### src/rtl/cmd_pkt_pkg.sv
// Shared types and helpers for the command packet parser.
// Assumes 32-bit command words; header field positions are fixed by format.
package cmd_pkt_pkg;

    localparam int WORD_W = 32;
    localparam int REG_W  = 18;
    localparam int CNT_W  = 16;
    localparam int IDX_W  = 15;

    typedef enum logic [1:0] {
        KIND_NOP = 2'd0,
        KIND_REG = 2'd1,
        KIND_OPC = 2'd2,
        KIND_BAD = 2'd3
    } pkt_kind_t;

    // Odd-parity check: field ones plus the parity bit must be odd.
    function automatic logic parity_ok(input logic [WORD_W-1:0] field, input logic pbit);
        return (^field) ^ pbit;
    endfunction

endpackage

### src/rtl/cmd_hdr_decode.sv
// Combinational header decoder: classifies a word by its type nibble and
// extracts target (register index or opcode) and payload length.
// Assumes the caller presents the word only when a header is expected.
module cmd_hdr_decode
    import cmd_pkt_pkg::*;
#(
    parameter int W   = WORD_W,
    parameter int RW  = REG_W,
    parameter int CW  = CNT_W
) (
    input  logic [W-1:0]  word,
    output pkt_kind_t     kind,
    output logic [RW-1:0] target,
    output logic [CW-1:0] count
);

    localparam int L0_CW = 12;
    localparam int L3_CW = 14;

    logic par4, par7;

    // Parity verdicts for the two checked formats.
    always_comb begin
        par4 = parity_ok(W'(word[6:0]), word[7]) &&
               parity_ok(W'(word[25:8]), word[27]);
        par7 = parity_ok(W'(word[14:0]), word[15]) &&
               parity_ok(W'(word[22:16]), word[23]);
    end

    // Type selection and field extraction.
    always_comb begin
        kind   = KIND_BAD;
        target = '0;
        count  = '0;
        unique casez (word[31:28])
            4'b0000: begin
                kind   = KIND_REG;
                target = RW'(word[14:0]);
                count  = CW'(word[16 +: L0_CW]) + CW'(1);
            end
            4'b10??: begin
                kind = KIND_NOP;
            end
            4'b11??: begin
                kind   = KIND_OPC;
                target = RW'(word[15:8]);
                count  = CW'(word[16 +: L3_CW]) + CW'(1);
            end
            4'b0100: begin
                kind   = par4 ? KIND_REG : KIND_BAD;
                target = RW'(word[25:8]);
                count  = CW'(word[6:0]);
            end
            4'b0111: begin
                kind   = par7 ? KIND_OPC : KIND_BAD;
                target = RW'(word[22:16]);
                count  = CW'(word[14:0]);
            end
            default: kind = KIND_BAD;
        endcase
    end

endmodule

### src/rtl/cmd_pay_seq.sv
// Payload sequencer: holds the open packet's state, counts payload words,
// forms tags, and owns the sticky error flag.
// Assumes decoded header fields are valid whenever a header is expected.
module cmd_pay_seq
    import cmd_pkt_pkg::*;
#(
    parameter int RW = REG_W,
    parameter int CW = CNT_W,
    parameter int IW = IDX_W
) (
    input  logic          clk,
    input  logic          rst_n,
    input  logic          in_valid,
    output logic          in_ready,
    input  logic          err_clear,
    input  pkt_kind_t     dec_kind,
    input  logic [RW-1:0] dec_target,
    input  logic [CW-1:0] dec_count,
    input  logic          out_ready,
    output logic          out_valid,
    output logic          out_is_reg,
    output logic [RW-1:0] out_tag,
    output logic [IW-1:0] out_index,
    output logic          out_last,
    output logic          pkt_done,
    output logic          hdr_err
);

    logic          busy;
    logic [CW-1:0] remain;
    logic [IW-1:0] idx;
    logic [RW-1:0] tgt;
    logic          is_reg;
    logic          accept;
    logic          hdr_take;
    logic          empty_done;

    // Handshake and output strobes.
    always_comb begin
        in_ready   = hdr_err || !busy || out_ready;
        accept     = in_valid && in_ready;
        hdr_take   = accept && !hdr_err && !busy;
        out_valid  = busy && !hdr_err && in_valid;
        out_last   = (remain == CW'(1));
        empty_done = hdr_take && (dec_kind == KIND_REG || dec_kind == KIND_OPC) &&
                     (dec_count == '0);
        pkt_done   = empty_done || (out_valid && out_ready && out_last);
    end

    // Tag and position presented with each payload word.
    always_comb begin
        out_is_reg = is_reg;
        out_index  = idx;
        out_tag    = is_reg ? tgt + RW'(idx) : tgt;
    end

    // Packet state, counters and sticky error.
    always_ff @(posedge clk) begin
        if (!rst_n) begin
            busy    <= 1'b0;
            remain  <= '0;
            idx     <= '0;
            tgt     <= '0;
            is_reg  <= 1'b0;
            hdr_err <= 1'b0;
        end else if (hdr_err) begin
            busy <= 1'b0;
            if (err_clear) hdr_err <= 1'b0;
        end else if (hdr_take) begin
            if (dec_kind == KIND_BAD) begin
                hdr_err <= 1'b1;
            end else if (dec_kind != KIND_NOP && dec_count != '0) begin
                busy   <= 1'b1;
                remain <= dec_count;
                idx    <= '0;
                tgt    <= dec_target;
                is_reg <= (dec_kind == KIND_REG);
            end
        end else if (accept && busy) begin
            remain <= remain - CW'(1);
            idx    <= idx + IW'(1);
            if (out_last) busy <= 1'b0;
        end
    end

endmodule

### src/rtl/cmd_pkt_parser.sv
// Top of the command packet parser: decoder plus payload sequencer.
// Payload words pass through combinationally; only packet state is registered.
module cmd_pkt_parser
    import cmd_pkt_pkg::*;
(
    input  logic                clk,
    input  logic                rst_n,
    input  logic                in_valid,
    output logic                in_ready,
    input  logic [WORD_W-1:0]   in_word,
    input  logic                err_clear,
    output logic                out_valid,
    input  logic                out_ready,
    output logic [WORD_W-1:0]   out_data,
    output logic                out_is_reg,
    output logic [REG_W-1:0]    out_tag,
    output logic [IDX_W-1:0]    out_index,
    output logic                out_last,
    output logic                pkt_done,
    output logic                hdr_err
);

    pkt_kind_t          dec_kind;
    logic [REG_W-1:0]   dec_target;
    logic [CNT_W-1:0]   dec_count;

    assign out_data = in_word;

    cmd_hdr_decode #(.W(WORD_W), .RW(REG_W), .CW(CNT_W)) u_dec (
        .word   (in_word),
        .kind   (dec_kind),
        .target (dec_target),
        .count  (dec_count)
    );

    cmd_pay_seq #(.RW(REG_W), .CW(CNT_W), .IW(IDX_W)) u_seq (
        .clk        (clk),
        .rst_n      (rst_n),
        .in_valid   (in_valid),
        .in_ready   (in_ready),
        .err_clear  (err_clear),
        .dec_kind   (dec_kind),
        .dec_target (dec_target),
        .dec_count  (dec_count),
        .out_ready  (out_ready),
        .out_valid  (out_valid),
        .out_is_reg (out_is_reg),
        .out_tag    (out_tag),
        .out_index  (out_index),
        .out_last   (out_last),
        .pkt_done   (pkt_done),
        .hdr_err    (hdr_err)
    );

endmodule

### config.mk
export PLATFORM = sky130hd
export DESIGN_NAME = cmd_pkt_parser
export DESIGN_NICKNAME = d
export VERILOG_FILES = /design/src/rtl/cmd_pkt_pkg.sv /design/src/rtl/cmd_hdr_decode.sv /design/src/rtl/cmd_pay_seq.sv /design/src/rtl/cmd_pkt_parser.sv
export SDC_FILE = /design/constraint.sdc
export NUM_CORES = 1
export LEC_CHECK = 0
export BUFFER_PORTS_ARGS = -buffer_cell sky130_fd_sc_hd__buf_2
export CAP_MARGIN = 0
export CORE_MARGIN = 2
export CORE_UTILIZATION = 50
export CTS_CLUSTER_DIAMETER = 30
export DETAILED_ROUTE_END_ITERATION = 6
export GPL_TIMING_DRIVEN = 0
export PLACE_DENSITY = 0.77
export SETUP_SLACK_MARGIN = 0.4
export SKIP_LAST_GASP = 1
export SYNTH_ARGS = -nofsm -noshare
export SYNTH_HDL_FRONTEND = slang
export SYNTH_SLANG_ARGS = --single-unit
### constraint.sdc
create_clock -name clk -period 11.1 [get_ports clk]
set_input_delay 3.33 -clock clk [delete_from_list [all_inputs] [get_ports clk]]
set_output_delay 3.33 -clock clk [all_outputs]
set_load 0.01 [all_outputs]
[Word level (Yosys, flattened, before mapping)]
Index checks and enable logic that the tools add are counted.
Word-level totals
  input port bits: 37
  flip-flop bits (word level): 52
  word-level logic and storage cells: 84
  output and inout port bits: 71
Cells by class
  add/subtract/negate cells: 5
  bitwise gates (word level): 7
  mux-type cells: 23
  reduce and logical (&&, ||, !) cells: 33
  equality and inequality tests: 10
Operators by type and width (number)
  parity 32 bit: 4
  case mux 18 bit (4 select lines): 1
  two-way mux 16 bit: 4
  case mux 16 bit (4 select lines): 1
  two-way mux 15 bit: 4
  adder 18 x 15 -> 18 bit: 1
  two-way mux 18 bit: 1
  == test 16 x 1 -> 1 bit, second input constant: 1
  zero test 16 bit: 1
  nonzero test 16 bit: 1
  subtractor 16 x 1 -> 16 bit, second input constant: 1
  adder 14 x 1 -> 15 bit, second input constant: 1
  adder 15 x 1 -> 15 bit, second input constant: 1
  adder 12 x 1 -> 13 bit, second input constant: 1
  logical AND 1 bit: 13
  AND reduction 4 bit: 3
  two-way mux 1 bit: 10
  case mux 2 bit (5 select lines): 1
  == test 2 bit, second input constant: 4
  == test 4 x 3 -> 1 bit, second input constant: 2
  nonzero test 2 bit: 3
  zero test 4 bit: 1
  logical OR 1 bit: 4
  inequality test 2 bit, second input constant: 2
  6 further kinds: 12

[Longest topological paths before layout]
  depth after elaboration: 10
  mapped depth: 14

[By module]
A second synthesis with hierarchy kept.
Unflattened totals
  cells, all modules: 644
  area, all modules: 4888.4 µm²
By module, submodules not included
  cmd_pay_seq: cells an instance 477, area each 3674.8 µm², instances 1, seq. area each 1041.0 µm²
  cmd_hdr_decode: cells an instance 135, area each 973.4 µm², instances 1, seq. area each 0.0 µm²
  cmd_pkt_parser: cells an instance 32, area each 240.2 µm², instances 1, seq. area each 0.0 µm²

[Worst setup path before layout]
OpenSTA, ideal clock, no wires.
  path kind: input -> output
  start point: in in_word[16]
  end point: out pkt_done
  cell stages on the path: 9
  path slack: 2.325 ns
  arrival time: 5.445 ns
  path through: ha_1 or3b_2 mux2i_1 nand4_1 a221o_1 and4b_1 clkbuf_2 buf_2 a32o_1
On the way
  cells in the longest elaborated chain, start to end: 10
  elaborated cells on any way between the ends: 19
  those cells by class: add/sub (2); eq/ne (2); mux (4); bitwise (2); reduce/logical (9)
Ends and longest elaborated chain
  start: declaration: line cmd_pkt_parser.sv:10  | input logic [WORD_W-1:0] in_word,
  branches (longest 8 deep; another with adder 14 x 1 -> 15 bit)
  logical AND 1 bit (*): line cmd_pay_seq.sv:45  | empty_done = hdr_take && (dec_kind == KIND_REG || dec_kind == KIND_OPC) &&
  logical OR 1 bit (*): line cmd_pay_seq.sv:47  | pkt_done = empty_done || (out_valid && out_ready && out_last);
  end: declaration: line cmd_pkt_parser.sv:19  | output logic pkt_done,
Every way passes the cells marked *.

[Worst setup path after layout]
Same ends and word-level chain as after synthesis.

==> key figures <==
Outcome
  – Status: finished, final reports clean

Place
  – Pre-CTS setup slack: 1.67 ns
  – Placed Cells: 905
  – I/O Buffers: 104
  – RePlAce Congestion: 0.983
  – DPL Wire Length: 13300 µm

Power
  – Leak pwr: 2.41 nW
  – Sw power: 267 µW
  – Switching share of power: 42.1%
  – Comb power frac: 46.7%
  – Share of total power in the clock network: 18.0%
  – Sequential group share of total power: 35.2%
  – Tot Pwr: 635 µW
  – Peak VDD IR: 54.8 µV
  – Power Internal: 368 µW
  – Pwr Density: 110 mW/mm²

Clock network
  – CTS tree: yes
  – Worst-Skew Late Latency: 0.33 ns
  – Setup Fix Bufs, Post-CTS: 0
  – CTS H-tree lvls: 2
  – Hold buffers post-CTS: 0
  – Worst-path clk slew: 0.10 ns
  – Clock buffer depth: 2
  – CTS root buf: clkbuf_8
  – Cells resized by post-CTS repair: 0
  – Clock sinks: 52
  – TritonCTS Buffers: 5

Floorplan
  – IO Pins: 108
  – Die Wd: 104 µm
  – # rows: 36
  – Die Height: 104 µm
  – Die ar.: 0.0108 mm²
  – Core ar.: 0.00973 mm²
  – Starting Density: 51.5%

Logic synthesis
  – Share of the synthesized area in the top cell type: 20.8%
  – Leading area contributor after synthesis: dfxtp_1
  – Syn_area_per_cell: 7.50 µm²
  – Synthesized cell area: 0.00501 mm²
  – Top post-synthesis cells by count: 52 x dfxtp_1, 48 x a21oi_1, 48 x nand2_1
  – Netlist cell types: 72
  – Top-count cell post-synth: dfxtp_1
  – Syn. warnings: 0
  – Top FF cell, synth: dfxtp_1
  – Post-synth EDFFs: 0
  – FFs w/ async S/R, synth: 0%
  – Top cells by area, synth: dfxtp_1 21%, ha_1 6.5%, xnor2_1 5.1%
  – Mapped Cells: 668
  – Mapped Nets: 732
  – Register area share after synthesis: 20.8%
  – Flops & latches, synth: 52

Global route
  – First-pass GRT wire length: 26900 µm
  – Largest net degree at the start of global routing: 18
  – Vias in the first global route: 5268
  – Grt ovf: 0
  – Total track usage: 30.4%
  – Initial antenna violation count: 0

Hold path
  – Worst hold path type: register to register

Timing
  – Final min period: 9.43 ns
  – Period utilization: 85.0%
  – Skew final: 0.0142 ns
  – Unrepaired setup endpoints after global routing: no
  – Final hold violation count: 0
  – Slew @ Worst Pin: 1.07 ns
  – # setup viols final: 0
  – Setup TNS: 0 ns
  – Final worst setup slack: 1.67 ns
  – Max Clock Freq: 106 MHz
  – Relative slew margins: 28.1%
  – Final Slew Violations: 0

Setup path
  – Arrival @ worst endpoint: 6.10 ns
  – Crit. End Element: output pin
  – CP Launch Type: input pin
  – Crit Path Class: input pin to output pin
  – WP data required: 7.77 ns
  – Worst-path fanout max: 10

Cells and area
  – Largest register FFs: 18
  – # diodes: 0
  – Fraction of layout cells with a size suffix above 1: 22.9%
  – Layout net count: 843
  – Utilization after layout: 59.5%
  – Multi-input gate area: 0.00347 mm²
  – Reg with most FFs: u_seq.tgt
  – Layout area overhead: 15.5%
  – Fillers: 972
  – Final std cells w/o fill: 913
  – Register Area: 0.00104 mm²

Route
  – Drt pass-1 iters: 5
  – Antenna Nets Post-Route: 0
  – DR iter-0 viols: 415
  – Wire per inst: 18.4 µm
  – Routed via count: 5710
  – DRC: 0
  – Vias/cell: 6.25
  – Total routed wirelength: 16800 µm

Run
  – Max-cap violations: 0
## power groups by stage
stage	Sequential (mW)	Combinational (mW)	Clock (mW)
global placement	0.226	0.284	0
detailed placement	0.227	0.290	0
finish	0.224	0.297	0.114
floorplan	0.221	0.206	0
global route	0.226	0.323	0.121
CTS	0.223	0.291	0.115
## layout by cell type (no fill, tap or decap), types with 26 or more instances in the layout
cell type	instances
buf_4	33
buf_2	111
o21ai_0	46
dfxtp_1	52
ha_1	26
clkbuf_1	30
xnor2_1	29
a21oi_1	48
nor2_1	46
nor3_1	37
nand2_1	48
## logic make-up after synthesis
logic type	Yosys count	share of synthesized area (%)
muxes	11	2.40
buffers and inverters	97	9.94
and+or+nand+nor	225	23.3
AOI/OAI and AO/OA	218	30.1
DFF	52	20.8
adders and majority gates	27	6.89
xor gates and xnor gates	38	6.65
## critical path, cell delays in order
cell,delay [ns]
buf_2,0.17
ha_1,0.40
or3b_2,0.48
mux2i_1,0.16
nand4_1,0.15
a221o_1,0.39
and4b_1,0.25
clkbuf_2,0.18
buf_2,0.24
a32o_1,0.20
buf_2,0.13
## through the flow
step           instance area (µm²)  hold slack [ns]
4_1_cts                       5790            0.475
6_report                      5790            0.478
2_1_floorplan                 5010            0.432
3_5_place_dp                  5700            0.455
5_1_grt                       5790            0.490
3_3_place_gp                  5700            0.452
## layer usage
layer  vias up  global-route usage (%)  wire, µm
met2       275                    50.4      8020
met3        40                    3.63      1090
met1      2681                    40.0      7120
met5         -                       0         0
li1       2714                       -         -
met4         0                    12.5       536
## cell type report
class | instances | area share, %
multi-input cells | 519 | 60.0
flip-flops and latches | 52 | 18.0
repair buffers | 104 | 8.99
plain buffers | 72 | 6.98
well taps | 133 | 2.88
inverters | 25 | 1.62
clock buffers | 5 | 1.19
clock inverters | 3 | 0.389
## path summary, 6_finish.rpt
path / from / endpoint / slack (ns) / cells past startpoint
min: u_seq.remain[15] / u_seq.remain[15] / 0.48 / 1
max reg2reg: u_seq.hdr_err / u_seq.out_index[7] / 8.07 / 7
max: in_word[16] / pkt_done / 1.67 / 11
min reg2reg: u_seq.remain[15] / u_seq.remain[15] / 0.48 / 1
No activity file was read; power rests on OpenSTA's default activity.
